$ cat src/rtl/lbint_pkg.sv
package lbint_pkg;

    // Interrupt output machine states
    typedef enum logic {
        IRQ_QUIET  = 1'b0,
        IRQ_RAISED = 1'b1
    } irq_state_t;

    // Register window byte offsets
    localparam int unsigned OFS_CODE = 0;
    localparam int unsigned OFS_MASK = 2;

endpackage

$ cat src/rtl/lbint_src_reg.sv
module lbint_src_reg #(
    parameter int unsigned NLINES = 16
) (
    input  logic              clk,
    input  logic              rst_n,
    input  logic [NLINES-1:0] lines_i,
    output logic [NLINES-1:0] src_q
);

    // Pure level sampling: no latching of earlier highs
    always_ff @(posedge clk or negedge rst_n) begin
        if (!rst_n) begin
            src_q <= '0;
        end else begin
            src_q <= lines_i;
        end
    end

endmodule

$ cat src/rtl/lbint_mask_reg.sv
module lbint_mask_reg #(
    parameter int unsigned          NLINES   = 16,
    parameter logic [NLINES-1:0]    MASK_RST = 16'h0010
) (
    input  logic              clk,
    input  logic              rst_n,
    input  logic              load_i,
    input  logic [NLINES-1:0] data_i,
    output logic [NLINES-1:0] mask_q,
    output logic [NLINES-1:0] mask_nxt
);

    always_comb begin
        mask_nxt = load_i ? data_i : mask_q;
    end

    always_ff @(posedge clk or negedge rst_n) begin
        if (!rst_n) begin
            mask_q <= MASK_RST;
        end else begin
            mask_q <= mask_nxt;
        end
    end

endmodule

$ cat src/rtl/lbint_prio_enc.sv
module lbint_prio_enc #(
    parameter int unsigned NLINES = 16,
    parameter int unsigned DATA_W = 16
) (
    input  logic [NLINES-1:0] pend_i,
    output logic [DATA_W-1:0] code_o
);

    // seen[i] is high when any line below i is pending
    logic [NLINES:0]   seen;
    logic [NLINES-1:0] first;

    assign seen[0] = 1'b0;

    genvar gi;
    generate
        for (gi = 0; gi < NLINES; gi++) begin : g_chain
            assign first[gi]  = pend_i[gi] & ~seen[gi];
            assign seen[gi+1] = seen[gi] | pend_i[gi];
        end
    endgenerate

    always_comb begin
        code_o = '0;
        for (int i = 0; i < NLINES; i++) begin
            if (first[i]) begin
                code_o = code_o | DATA_W'((i + 1) << 2);
            end
        end
    end

endmodule

$ cat src/rtl/lbint_irq_fsm.sv
module lbint_irq_fsm
    import lbint_pkg::*;
(
    input  logic clk,
    input  logic rst_n,
    input  logic any_pend_nxt,
    output logic irq_o
);

    irq_state_t state_q, state_d;

    always_comb begin
        state_d = state_q;
        unique case (state_q)
            IRQ_QUIET:  if (any_pend_nxt)  state_d = IRQ_RAISED;  // RAISE
            IRQ_RAISED: if (!any_pend_nxt) state_d = IRQ_QUIET;   // DROP
            default:    state_d = IRQ_QUIET;
        endcase
    end

    always_ff @(posedge clk or negedge rst_n) begin
        if (!rst_n) begin
            state_q <= IRQ_QUIET;
        end else begin
            state_q <= state_d;
        end
    end

    always_comb begin
        irq_o = (state_q == IRQ_RAISED);
    end

endmodule

$ cat src/rtl/lbint_ctrl.sv
module lbint_ctrl
    import lbint_pkg::*;
#(
    parameter int unsigned       NLINES   = 16,
    parameter int unsigned       ADDR_W   = 12,
    parameter int unsigned       DATA_W   = 16,
    parameter logic [NLINES-1:0] MASK_RST = 16'h0010
) (
    input  logic              clk,
    input  logic              rst_n,
    input  logic [NLINES-1:0] irq_lines,
    input  logic              wr_en,
    input  logic [ADDR_W-1:0] addr,
    input  logic [DATA_W-1:0] wdata,
    output logic [DATA_W-1:0] rdata,
    output logic              irq_o
);

    localparam logic [ADDR_W-1:0] A_CODE = ADDR_W'(OFS_CODE);
    localparam logic [ADDR_W-1:0] A_MASK = ADDR_W'(OFS_MASK);

    logic [NLINES-1:0] src_q;
    logic [NLINES-1:0] mask_q;
    logic [NLINES-1:0] mask_nxt;
    logic [NLINES-1:0] pend_q;
    logic [DATA_W-1:0] src_code;
    logic              mask_load;
    logic              any_pend_nxt;

    assign mask_load = wr_en && (addr == A_MASK);

    lbint_src_reg #(.NLINES(NLINES)) u_src (
        .clk     (clk),
        .rst_n   (rst_n),
        .lines_i (irq_lines),
        .src_q   (src_q)
    );

    lbint_mask_reg #(.NLINES(NLINES), .MASK_RST(MASK_RST)) u_mask (
        .clk      (clk),
        .rst_n    (rst_n),
        .load_i   (mask_load),
        .data_i   (wdata[NLINES-1:0]),
        .mask_q   (mask_q),
        .mask_nxt (mask_nxt)
    );

    assign pend_q       = src_q & mask_q;
    assign any_pend_nxt = |(irq_lines & mask_nxt);

    lbint_prio_enc #(.NLINES(NLINES), .DATA_W(DATA_W)) u_enc (
        .pend_i (pend_q),
        .code_o (src_code)
    );

    lbint_irq_fsm u_fsm (
        .clk          (clk),
        .rst_n        (rst_n),
        .any_pend_nxt (any_pend_nxt),
        .irq_o        (irq_o)
    );

    always_comb begin
        unique case (addr)
            A_CODE:  rdata = src_code;
            A_MASK:  rdata = DATA_W'(mask_q);
            default: rdata = '0;
        endcase
    end

endmodule

$ cat config.mk
export PLATFORM = sky130hd
export DESIGN_NAME = lbint_ctrl
export DESIGN_NICKNAME = d
export VERILOG_FILES = /design/src/rtl/lbint_pkg.sv /design/src/rtl/lbint_src_reg.sv /design/src/rtl/lbint_mask_reg.sv /design/src/rtl/lbint_prio_enc.sv /design/src/rtl/lbint_irq_fsm.sv /design/src/rtl/lbint_ctrl.sv
export SDC_FILE = /design/constraint.sdc
export NUM_CORES = 1
export LEC_CHECK = 0
export BUFFER_PORTS_ARGS = -buffer_cell sky130_fd_sc_hd__buf_2
export CAP_MARGIN = 10
export CORE_ASPECT_RATIO = 1.25
export CORE_MARGIN = 5
export CORE_UTILIZATION = 45
export CTS_CLUSTER_DIAMETER = 40
export DETAILED_ROUTE_END_ITERATION = 16
export PLACE_DENSITY = 0.83
export SYNTH_ARGS = -nofsm -noshare
export SYNTH_HDL_FRONTEND = slang
export SYNTH_HIERARCHICAL = 1
export SYNTH_SLANG_ARGS = --single-unit
$ cat constraint.sdc
create_clock -name clk -period 2.8 [get_ports clk]
set_input_delay 0.14 -clock clk [delete_from_list [all_inputs] [get_ports clk]]
set_output_delay 0.14 -clock clk [all_outputs]
set_load 0.005 [all_outputs]
==> flow_summary.ini <==
[clock_network]
root_buffer = clkbuf_8
cts.repair.resized = 0
worst_skew_pair.late_latency_ns = 0.28
clkSinkCount = 33
path_clk_slew_ns = 0.06
htree_levels = 2
cts_buffer_depth = 2
numCtsBuffers = 5
post_cts_buffers = 0
hold_buffers = 17
cts_tree = done

[floorplanning]
die_w_um = 66.9
die_y_um = 81.1
ios = 64
row_count = 25
die_area_um2 = 5420
initial_core_util = 0.473
core_um2 = 3850

[timing]
rsz0062_at_grt = false
timing.slew.headroom = 0.522
fin_crit_sh = 0.755
slew_violations = 0
period_needed_ns = 2.11
hold_violations = 0
fin_skew_ns = 0.00380
setup_viol = 0
finalSetupTns_ns = 0
worstMarginPinSlew_ns = 0.717
clock.fmax_mhz = 473
fin_ws_ns = 0.686

[pwr]
leakage_nw = 1.20
peakVddDrop_mv = 0.266
p_int_w = 0.000718
power_switching_w = 0.000202
swShare = 0.220
p_per_area_nw_per_um2 = 388
power_frac_comb = 0.101
clkPwrFrac = 0.363
pwr-share-seq = 0.536

[setup_path]
criticalPathCategory = flip-flop to output pin
cp-start-kind = flip-flop
path_max_fanout = 3
crit_path_end_kind = output pin
max_stage_delay_ns = 0.40
arrival_ns = 1.97
cpMaxStageDelayCell = dfrtp_1
cp.required_ns = 2.66
path_cells = and2_1 > nor4_2 > nand2_1 > nor3_2 > and4_1 > mux2i_1 > nor2_1 > buf_2

[global_routing]
grt_pass1_wl_um = 7330
overflow = 0
grtUsageMet3 = 0.0360
grt_usage = 0.179
grt-busiest-layer = met2
grt_pass1_vias = 1640
grt.met1_usage = 0.205
grt_antenna_before_repair = 0
grt_max_degree = 34
met2_usage = 0.322

[drt]
route.detailed.drc = 0
num_vias = 1445
drt_iter0_drc = 55
dr.pass1.iters = 4
routedWlPerCell_um = 14.8
routed_wl_um = 4390
via_per_inst = 4.87
ant_nets = 0

[placement]
place_ws_ns = 0.598
gp_congestion = 0.783
post-dp-hpwl_um = 3270
portBuffers = 63

[yosys]
synth_cells = 158
synth_top_area_cell = dfrtp_1
syn_area_per_cell_um2 = 11.5
synth_seq_area_share = 0.455
yosys_register_bits = 33
synth_top_area_frac = 0.440
synthTopCellsByArea = dfrtp_1 44%, mux2i_1 8.8%, mux2_4 8.3%, and2_1 5.5%, nor2_1 5.4%
synth_cell_type_count = 31
yosysWarnings = 6
syn_area_um2 = 1820

[layout]
num_antenna_cells = 0
areaGrowthSynthToFinish_pct = 30.6
final_util = 0.617
final_cell_mix = 63 x buf_2, 32 x dfrtp_1, 26 x nor2_1
final_nets = 289
drive_gt1_frac = 0.391
mostFrequentLayoutCell = buf_2

[status]
status = finished clean

[worst_hold_path]
hold_path_class = primary input to flip-flop

[job]
cap_violations = 0
==> area by class of cell <==
| cell class | instances | area (um2) |
|---|---|---|
| Inverter | 3 | 11.3 |
| Timing Repair Buffer | 83 | 508 |
| Sequential cell | 33 | 827 |
| Clock buffer | 8 | 80.1 |
| Tap cell | 54 | 67.6 |
| Multi-Input combinational cell | 116 | 880 |
| Fill cell | 329 | 1470 |
==> power groups by stage <==
stage | sequential, W | clock (W) | combinational [W]
2_1_floorplan | 0.000501 | 0 | 0.0000360
3_3_place_gp | 0.000501 | 0 | 0.0000736
3_5_place_dp | 0.000502 | 0 | 0.0000746
4_1_cts | 0.000494 | 0.000343 | 0.0000931
5_1_grt | 0.000494 | 0.000356 | 0.000104
6_report | 0.000493 | 0.000334 | 0.0000930
==> through the flow <==
stage | cell area (um2) | power [W] | hold slack (ns) | instances
floorplan | 1860 | 0.000537 | -0.156 | 168
global placement | 2120 | 0.000575 | 0.217 | 272
detailed placement | 2120 | 0.000577 | 0.230 | 272
CTS | 2370 | 0.000930 | 0.0905 | 297
global route | 2370 | 0.000955 | 0.0973 | 297
finish | 2370 | 0.000920 | 0.100 | 297
==> final timing paths <==
| check | from | endpoint | slack [ns] | depth (start not counted) |
|---|---|---|---|---|
| worst max-delay path | u_mask/mask_q[7] | rdata[6] | 0.69 | 8 |
| worst min-delay path | wdata[10] | u_mask/mask_q[10] | 0.1 | 2 |
| worst max register to register | u_mask/mask_q[0] | u_fsm/irq_o | 1.41 | 4 |
| worst min register to register | u_mask/mask_q[1] | u_mask/mask_q[1] | 0.55 | 1 |
| max in group asynchronous | rst_n | u_src/src_q[10] | 1.89 | 2 |
| min in group asynchronous | rst_n | u_mask/mask_q[14] | 0.45 | 2 |
==> registers in the layout, summed over array words and instances (netlist names) <==
register,count
u_src/src_q,16
u_fsm/irq_o,1
u_mask/mask_q,16
==> kinds of logic after synthesis <==
kind of cell | count (synthesis) | synth area share
DFF | 33 | 0.455
other | 1 | 0.00206
and+or+nand+nor | 55 | 0.173
muxes | 32 | 0.208
AOI/OAI and AO/OA | 18 | 0.0798
buffers and inverters | 19 | 0.0819
==> Yosys cell counts <==
cell type and number:
buf_2 1, and2_1 16, a21boi_0 1, mux2_4 10, buf_12 1, nor3_1 2
o31ai_1 2, o32ai_1 1, o41ai_1 1, a22o_1 4, nor4_2 3, dfstp_2 1
nor4_4 1, nand4_1 1, mux2_2 6, and4_1 1, nand2_1 2, a211o_1 1
inv_1 3, buf_6 2, nor2_1 26, nor3_2 1, dfrtp_1 32, mux2i_1 16
nand2_2 1, buf_4 12, a211oi_1 1, nand3_2 1, a21oi_1 2, conb_1 1
a221oi_1 5
==> per-layer routing <==
metal | routed length [um] | vias to the layer above
met5 | 0 | -
met4 | 74 | 0
met1 | 1710 | 694
li1 | - | 704
met2 | 2350 | 41
met3 | 255 | 6
==> critical path, delay by kind of cell, from the launching register on <==
kind	cells	cell delay [ns]
and+or+nand+nor	6	1.09
muxes	1	0.08
buffers and inverters	1	0.11
DFF	1	0.40
Note: power is estimated with default switching activity, not from simulation.
